===== config.mk =====
export PLATFORM = sky130hd
export DESIGN_NAME = dual_vec_irq
export DESIGN_NICKNAME = d
export VERILOG_FILES = /design/src/rtl/dual_vec_irq_pkg.sv /design/src/rtl/dual_vec_irq_chan.sv /design/src/rtl/dual_vec_irq_holdoff.sv /design/src/rtl/dual_vec_irq_ack.sv /design/src/rtl/dual_vec_irq.sv
export SDC_FILE = /design/constraint.sdc
export NUM_CORES = 1
export LEC_CHECK = 0
export CORE_AREA = 5 5 42 44
export DETAILED_ROUTE_END_ITERATION = 8
export DIE_AREA = 0 0 47 49
export DONT_BUFFER_PORTS = 1
export PLACE_DENSITY = 0.63
export SYNTH_ARGS = -nofsm -noshare
export SYNTH_HDL_FRONTEND = slang
export SYNTH_SLANG_ARGS = --single-unit

===== constraint.sdc =====
create_clock -name clk -period 1.4 [get_ports clk]
set_input_delay 0.21 -clock clk [delete_from_list [all_inputs] [get_ports clk]]
set_output_delay 0.21 -clock clk [all_outputs]
set_load 0.05 [all_outputs]

===== src/rtl/dual_vec_irq_pkg.sv =====
package dual_vec_irq_pkg;

    // Acknowledge handling phases
    typedef enum logic [1:0] {
        ACK_IDLE  = 2'd0,
        ACK_SERVE = 2'd1,
        ACK_PASS  = 2'd2
    } ack_state_e;

    // Channel indices; lower index has higher priority
    localparam int CH_RX = 0;
    localparam int CH_TX = 1;
    localparam int N_CH  = 2;

    typedef struct packed {
        logic seen;   // qualified condition at the previous edge
        logic pend;   // channel is requesting
    } chan_state_t;

    typedef struct packed {
        ack_state_e st;
        logic       serv_tx;
    } ack_reg_t;

    typedef struct packed {
        logic rx_ie;
        logic tx_ie;
    } ie_reg_t;

endpackage


===== src/rtl/dual_vec_irq_chan.sv =====
module dual_vec_irq_chan
    import dual_vec_irq_pkg::*;
(
    input  logic clk,
    input  logic rst_n,
    input  logic cond_i,
    input  logic clr_i,
    output logic pend_o
);

    chan_state_t st_d, st_q;

    always_comb begin
        st_d      = st_q;
        st_d.seen = cond_i;
        // set on a fresh rising edge, hold while the condition stays up
        st_d.pend = ~clr_i & ((cond_i & ~st_q.seen) | (st_q.pend & cond_i));
    end

    always_ff @(posedge clk or negedge rst_n) begin
        if (!rst_n) st_q <= '0;
        else        st_q <= st_d;
    end

    assign pend_o = st_q.pend;

endmodule


===== src/rtl/dual_vec_irq_holdoff.sv =====
module dual_vec_irq_holdoff #(
    parameter int HOLD_CYC = 6
) (
    input  logic clk,
    input  logic rst_n,
    input  logic touch_i,
    output logic blank_o
);

    localparam int CNT_W = (HOLD_CYC < 2) ? 1 : $clog2(HOLD_CYC);
    localparam logic [CNT_W-1:0] RELOAD = CNT_W'(HOLD_CYC - 1);

    typedef struct packed {
        logic [CNT_W-1:0] left;
    } hold_t;

    hold_t st_d, st_q;

    always_comb begin
        st_d = st_q;
        if (touch_i) begin
            st_d.left = RELOAD;
        end else if (st_q.left != '0) begin
            st_d.left = st_q.left - 1'b1;
        end
    end

    always_ff @(posedge clk or negedge rst_n) begin
        if (!rst_n) st_q <= '0;
        else        st_q <= st_d;
    end

    // the touch cycle itself plus HOLD_CYC-1 following edges
    assign blank_o = touch_i | (st_q.left != '0);

endmodule


===== src/rtl/dual_vec_irq_ack.sv =====
module dual_vec_irq_ack
    import dual_vec_irq_pkg::*;
(
    input  logic clk,
    input  logic rst_n,
    input  logic iak_i,
    input  logic din_i,
    input  logic rx_pend_i,
    input  logic tx_pend_i,
    output logic clr_rx_o,
    output logic clr_tx_o,
    output logic vec_en_o,
    output logic vec_tx_o,
    output logic pass_o
);

    ack_reg_t st_d, st_q;
    logic     ack_both;
    logic     any_pend;

    always_comb begin
        st_d     = st_q;
        ack_both = iak_i & din_i;
        any_pend = rx_pend_i | tx_pend_i;
        clr_rx_o = 1'b0;
        clr_tx_o = 1'b0;
        unique case (st_q.st)
            ACK_IDLE: begin
                if (ack_both && any_pend) begin
                    st_d.st      = ACK_SERVE;
                    st_d.serv_tx = ~rx_pend_i;
                    clr_rx_o     = rx_pend_i;
                    clr_tx_o     = ~rx_pend_i;
                end else if (iak_i && !any_pend) begin
                    st_d.st = ACK_PASS;
                end
            end
            ACK_SERVE: begin
                if (!ack_both) begin
                    st_d.st      = ACK_IDLE;
                    st_d.serv_tx = 1'b0;
                end
            end
            ACK_PASS: begin
                if (!iak_i) st_d.st = ACK_IDLE;
            end
            default: st_d.st = ACK_IDLE;
        endcase
    end

    always_ff @(posedge clk or negedge rst_n) begin
        if (!rst_n) begin
            st_q.st      <= ACK_IDLE;
            st_q.serv_tx <= 1'b0;
        end else begin
            st_q <= st_d;
        end
    end

    assign vec_en_o = (st_q.st == ACK_SERVE);
    assign vec_tx_o = (st_q.st == ACK_SERVE) & st_q.serv_tx;
    assign pass_o   = (st_q.st == ACK_PASS);

endmodule


===== src/rtl/dual_vec_irq.sv =====
module dual_vec_irq
    import dual_vec_irq_pkg::*;
#(
    parameter int HOLD_CYC = 6
) (
    input  logic clk,
    input  logic rst_n,
    input  logic rx_data_ready,
    input  logic rx_status_ready,
    input  logic modem_change,
    input  logic modem_ie,
    input  logic tx_buf_empty,
    input  logic rx_reg_touch,
    input  logic ie_wr_rx,
    input  logic ie_wr_tx,
    input  logic ie_wdata,
    output logic rx_ie,
    output logic tx_ie,
    input  logic iak_in,
    input  logic din_strobe,
    output logic irq,
    output logic vec_en,
    output logic vec_b2,
    output logic iak_out
);

    ie_reg_t ie_d, ie_q;

    logic            rx_blank;
    logic            rx_raw;
    logic [N_CH-1:0] chan_cond;
    logic [N_CH-1:0] chan_clr;
    logic [N_CH-1:0] chan_pend;
    logic            ack_clr_rx;
    logic            ack_clr_tx;

    // enable bits held here, written by software strobes
    always_comb begin
        ie_d = ie_q;
        if (ie_wr_rx) ie_d.rx_ie = ie_wdata;
        if (ie_wr_tx) ie_d.tx_ie = ie_wdata;
    end

    always_ff @(posedge clk or negedge rst_n) begin
        if (!rst_n) ie_q <= '0;
        else        ie_q <= ie_d;
    end

    assign rx_ie = ie_q.rx_ie;
    assign tx_ie = ie_q.tx_ie;

    // source qualification
    assign rx_raw = ie_q.rx_ie &
                    (rx_data_ready | rx_status_ready | (modem_change & modem_ie));

    assign chan_cond[CH_RX] = rx_raw & ~rx_blank;
    assign chan_cond[CH_TX] = ie_q.tx_ie & tx_buf_empty;
    assign chan_clr[CH_RX]  = ack_clr_rx;
    assign chan_clr[CH_TX]  = ack_clr_tx;

    dual_vec_irq_holdoff #(
        .HOLD_CYC (HOLD_CYC)
    ) u_hold (
        .clk     (clk),
        .rst_n   (rst_n),
        .touch_i (rx_reg_touch),
        .blank_o (rx_blank)
    );

    for (genvar ch = 0; ch < N_CH; ch++) begin : g_chan
        dual_vec_irq_chan u_chan (
            .clk    (clk),
            .rst_n  (rst_n),
            .cond_i (chan_cond[ch]),
            .clr_i  (chan_clr[ch]),
            .pend_o (chan_pend[ch])
        );
    end

    dual_vec_irq_ack u_ack (
        .clk       (clk),
        .rst_n     (rst_n),
        .iak_i     (iak_in),
        .din_i     (din_strobe),
        .rx_pend_i (chan_pend[CH_RX]),
        .tx_pend_i (chan_pend[CH_TX]),
        .clr_rx_o  (ack_clr_rx),
        .clr_tx_o  (ack_clr_tx),
        .vec_en_o  (vec_en),
        .vec_tx_o  (vec_b2),
        .pass_o    (iak_out)
    );

    assign irq = |chan_pend;

endmodule


==> results of run 1 <==
-- per-layer routing --
layer  global-route usage (%)  vias to the layer above  part of all wire, %  wire length, um
met1                     15.8                      209                   43              495
met4                     4.61                        0                 0.70                8
li1                         -                      205                    -                -
met3                     6.64                        2                   12              140
met5                        0                        -                    0                0
met2                     13.3                       28                   44              498
-- worst register-to-register path: cells and delay by family (launching register included) --
kind | cells | cell delay, ns
AND/OR/NAND/NOR | 3 | 0.53
adder cells (fa/ha/maj) | 1 | 0.21
flip-flops | 1 | 0.40
buffers and inverters | 1 | 0.09
-- worst paths after layout --
path                                       startpoint                                 to  slack [ns]  depth (start not counted)
max in group asynchronous                       rst_n          u_ack.st_q[2]$_DFFE_PN0P_        0.64                          1
min reg2reg                u_hold.st_q[2]$_DFFE_PN0P_         u_hold.st_q[2]$_DFFE_PN0P_        0.49                          1
min in group asynchronous                       rst_n         u_hold.st_q[0]$_DFFE_PN0P_        0.36                          1
min                                      rx_reg_touch         u_hold.st_q[2]$_DFFE_PN0P_        0.04                          2
max                         u_ack.st_q[1]$_DFFE_PN0P_                            iak_out        0.06                          3
max reg2reg                u_hold.st_q[0]$_DFFE_PN0P_  g_chan[0].u_chan.pend_o$_DFF_PN0_        0.10                          5
-- synthesized netlist by cell type (2+ instances only) --
cell      number
a211oi_1       2
a21oi_1        3
dfrtp_1       12
ha_1           2
inv_1          7
nor2_1         4
-- kinds of logic after synthesis --
| group | Yosys count | synth area share, % |
|---|---|---|
| simple gates | 14 | 19.1 |
| flops | 12 | 51.1 |
| compound gates | 11 | 15.1 |
| buf+inv | 8 | 5.11 |
| mux | 2 | 3.83 |
| fa+ha+maj | 2 | 4.25 |
| xor+xnor | 1 | 1.49 |
-- area by class of cell --
type	count	area [um2]	share of cell area, %
multi-input combinational	30	265	35.3
tap	16	20.0	2.66
clock buffer	4	36.3	4.83
timing repair buffer	11	98.8	13.1
inverter	8	30.0	3.99
sequential	12	302	40.1
-- power by group through the flow --
stage          logic, uW  clock network (uW)  registers (uW)
2_1_floorplan        128                   0             442
3_3_place_gp         176                   0             431
3_5_place_dp         177                   0             430
4_1_cts              193                 282             423
5_1_grt              231                 308             430
6_report             207                 273             423
-- repair_timing --
item                                   CTS  global route
hold buffers                             2             0
resized for setup                        2             5
setup buffers                            2             2
setup endpoints to repair                3             5
endpoints found under the hold margin   14             0
pin swaps                                0             0
-- sequential cells by signal (all words and copies together) (netlist names) --
name,cells
rx_ie,1
tx_ie,1
u_hold.st_q,3
u_ack.st_q,3
g_chan.u_chan.st_q,2
g_chan.u_chan.pend_o,2
-- cell usage in the layout (no fill, tap or decap), drive strengths merged --
cell type,n
inv,8
nor4b,1
ha,2
clkbuf,4
mux2,2
and3,1
nor4,2
nor3b,1
a41oi,1
a211oi,3
xnor2,1
nor2,4
and2,1
dlygate4sd3,2
buf,9
o31ai,1
nor2b,1
dfrtp,12
a2111oi,1
a21oi,3
nand2b,2
o21ai,1
o211a,1
nand2,1
-- metrics by stage --
| stage | hold slack, ns | worst slack (ns) | power [uW] | cells |
|---|---|---|---|---|
| after floorplan | -0.0856 | 0.0457 | 570 | 50 |
| after global placement | -0.0852 | 0.197 | 607 | 71 |
| after detailed placement | -0.0852 | 0.103 | 607 | 71 |
| after CTS | 0.0393 | 0.0149 | 899 | 79 |
| after global routing | 0.0318 | -0.0133 | 970 | 81 |
| final | 0.0416 | 0.0626 | 904 | 81 |
==> impl_metrics.yaml, run 1 <==
run_status:
  status: "finished clean"
drt:
  drt_iter0_drc: 3
  vias_per_cell: 5.48
  remaining_drc_errors: 0
  post_drt_wl_per_cell_um: 14.1
  first_pass_iters: 4
  num_vias: 444
  ant_nets: 0
  routed_wl_um: 1140
sta:
  fin_skew_ns: 0.00278
  slew_headroom_pct: 62.9
  period_share_pct: 95.5
  worst_slew_pin_slew_ns: 0.554
  setup_tns_ns: 0
  slew_violations: 0
  finalSetupViolations: 0
  clock.fmax_mhz: 748
  hold_violations: 0
  period_minus_slack_ns: 1.34
synthesis:
  yosys.area.top_type_share_pct: 51.1
  synth_largest_area_cell: "dfrtp_1"
  synth_edf_count: 0
  synth_ff_type: "dfrtp_1"
  synth_cells: 50
  syn_nets: 65
  avgSynthCellArea_um2: 11.8
  synthTopCellsByArea: "dfrtp_1, inv_1, ha_1"
  ys_seq_area_share_pct: 51.1
  yosysWarnings: 0
  netlist-cell-type-count: 26
  postSynth.asyncResetShare_pct: 100
  yosys_register_bits: 12
  netlist_area_um2: 588
layout:
  final_core_util_pct: 53.7
  nets: 81
  syn_to_final_growth_pct: 27.9
  design_area_um2: 752
  fillers: 127
  num_antenna_cells: 0
  drive_gt1_share_pct: 40.0
pwr:
  netSwitchingPower_uw: 267
  power_frac_clock_pct: 30.3
  irDropWorstVdd_mv: 0.582
  cellPowerDensity_mw_per_mm2: 1200
  p_leak_uw: 0.000351
  power_switching_share_pct: 29.5
  pwr-share-comb_pct: 22.9
  internal_power_uw: 637
  pwr-share-seq_pct: 46.8
worst_setup_path:
  path_cells: "buf_4, nor2_1, buf_6"
  worstPathArrival_ns: 1.13
  critPathBufInv: 2
  critPathTopFamily: "flip-flops"
  crit_path_start_kind: "register"
  cp.required_ns: 1.19
  cp_max_fo: 4
  slowest_stage: "dfrtp_1"
  critPathMaxStageDelay_ns: 0.41
  endpoint_kind: "output pin"
  crit_type: "reg2out"
die:
  row_count: 14
  dieArea_mm2: 0.00230
  chipHeight_um: 49
  initial_core_util_pct: 42.0
  io_pins: 19
  fp.dieW_um: 47
  coreArea_mm2: 0.00140
grt:
  grt_antenna_before_repair: 0
  grt_pass1_vias: 445
  track_usage_pct: 11.1
  overflow: 0
  grt_max_degree: 13
  grt_pass1_wl_um: 1870
placement:
  port_buffers: 0
  placedInstanceArea_um2: 648
  gp_congestion: 0.781
  dp_hpwl_um: 786
clocking:
  cts_num_sinks: 12
  cts_tree: "yes"
  cts_max_level: 1
  cts_made_buffers: 3
  clock_latency_ns: 0.27
  clockRootBuffer: "clkbuf_4"
  clockBufferDepth: 2
  clk_pin_slew_worst_paths_ns: 0.08
worst_hold_path:
  hold_class: "in2reg"
flow_run:
  maxCapViolCount: 0
Power figures use the tool's default switching activity.
==> run 2: changes to the inputs <==
Settings changed: CTS_BUF_LIST from default to sky130_fd_sc_hd__clkbuf_4.
==> run 2 against run 1 <==
Clock power is 20% lower; via count stayed put; combinational power is 2% lower; setup slack worse by 0.0031 ns; first-iteration DRC count grew to 3.0 times the previous value; largest cell class unchanged.
==> impl_metrics.yaml, run 2 (synthesized netlist as in run 1, its figures left out) <==
run_status:
  status: "finished clean"
placement:
  place_inst: 71
  port_buffers: 0
  gp_congestion: 0.781
  dp_hpwl_um: 786
layout:
  largest_registers: "u_ack.st_q x3, u_hold.st_q x3"
  nets: 79
  drive_gt1_share_pct: 36.5
  layout_commonest_cell: "dfrtp_1"
  syn_to_final_growth_pct: 22.8
  final_core_util_pct: 51.5
  final_cell_mix: "dfrtp_1, inv_1, buf_4"
  stdcell_count: 79
  num_antenna_cells: 0
die:
  chipHeight_um: 49
  fp.dieW_um: 47
  io_pins: 19
  row_count: 14
  initial_core_util_pct: 42.0
  dieArea_mm2: 0.00230
  coreArea_mm2: 0.00140
sta:
  period_minus_slack_ns: 1.34
  slew_headroom_pct: 63.2
  worst_hold_slack_ns: 0.0438
  slew_violations: 0
  hold_violations: 0
  clock.fmax_mhz: 746
  period_share_pct: 95.8
  fin_skew_ns: 0.000207
  finalSetupViolations: 0
  worst_slew_pin_slew_ns: 0.551
clocking:
  cts_made_buffers: 3
  clk_pin_slew_worst_paths_ns: 0.08
  cts_num_sinks: 12
  clockBufferDepth: 2
  cts_tree: "yes"
  clock_latency_ns: 0.27
  cts_max_level: 1
  clockRootBuffer: "clkbuf_4"
worst_setup_path:
  cp.required_ns: 1.19
  worstPathArrival_ns: 1.13
  critPathMaxStageDelay_ns: 0.40
  critPathTopFamily: "flip-flops"
  crit_path_start_kind: "register"
  critPathBufInv: 1
  path_cells: "nor2_1, inv_2"
  cp_max_fo: 4
  endpoint_kind: "output pin"
  slowest_stage: "dfrtp_1"
  crit_type: "reg2out"
pwr:
  p_leak_uw: 0.000331
  irDropWorstVdd_mv: 0.574
  cellPowerDensity_mw_per_mm2: 1170
drt:
  routed_wl_um: 1110
  ant_nets: 0
  vias_per_cell: 5.62
  first_pass_iters: 4
  remaining_drc_errors: 0
  num_vias: 444
  post_drt_wl_per_cell_um: 14.1
  drt_iter0_drc: 9
grt:
  grt_antenna_before_repair: 0
  grt_pass1_vias: 435
  grt_pass1_wl_um: 1880
  grt_max_degree: 13
  overflow: 0
  track_usage_pct: 11.1
worst_hold_path:
  hold_class: "in2reg"
flow_run:
  maxCapViolCount: 0
run 2: cell types whose count changed in the layout (fill, tap and decap cells not counted), sizes merged:
cell / delta
buf: -2
clkbuf: -1
clkinv: +1
run 2: worst register-to-register path, stage by stage, from the launching register on:
cell and delay (ns):
dfrtp_1 0.40, inv_1 0.09, ha_2 0.21, nand2b_4 0.08, nor4b_4 0.24, nor3b_2 0.21
run 2: layer usage:
layer | vias up | share of wire, % | global-route usage [%]
li1 | 203 | - | -
met5 | - | 0 | 0
met2 | 30 | 43 | 13.1
met1 | 209 | 42 | 16.2
met3 | 2 | 14 | 6.27
met4 | 0 | 0.72 | 4.61
run 2: repair_timing:
action	4_1_cts	5_1_grt
endpoints found under the setup margin	2	3
buffers inserted	0	2
endpoints found under the hold margin	14	0
resized for setup	2	4
pin swaps	0	0
hold buffers	2	0
gates cloned	0	0
run 2: power by group:
part / total [uW] / internal, uW / switching [uW] / leakage, uW
logic: 202 / 85.0 / 117 / 0.000169
clock network: 218 / 103 / 115 / 0.0000154
registers: 422 / 390 / 32.4 / 0.000147
run 2: area by class of cell:
cell class                 count  area, um2
inverter                       8       30.0
clock inverter                 1       3.75
sequential                    12        303
tap                           16       20.0
timing repair buffer           9       80.1
clock buffer                   3       22.5
fill                         129        679
multi-input combinational     30        263
run 2: through the flow:
stage / setup slack [ns] / instance area (um2) / setup TNS [ns] / power [uW]
detailed placement: 0.103 / 648 / 0 / 607
global placement: 0.197 / 648 / 0 / 607
global route: -0.00988 / 722 / -0.0177 / 907
CTS: 0.00163 / 696 / 0 / 838
floorplan: 0.0457 / 591 / 0 / 570
finish: 0.0595 / 722 / 0 / 842
run 2: worst paths after layout:
check | start | to | slack [ns] | depth (start not counted)
min in group asynchronous | rst_n | g_chan[1].u_chan.pend_o$_DFF_PN0_ | 0.36 | 1
min | rx_reg_touch | u_hold.st_q[2]$_DFFE_PN0P_ | 0.04 | 2
min reg2reg | u_hold.st_q[2]$_DFFE_PN0P_ | u_hold.st_q[2]$_DFFE_PN0P_ | 0.49 | 1
max reg2reg | u_hold.st_q[0]$_DFFE_PN0P_ | g_chan[0].u_chan.pend_o$_DFF_PN0_ | 0.11 | 5
max | g_chan[0].u_chan.pend_o$_DFF_PN0_ | irq | 0.06 | 2
max in group asynchronous | rst_n | u_ack.st_q[1]$_DFFE_PN0P_ | 0.64 | 1
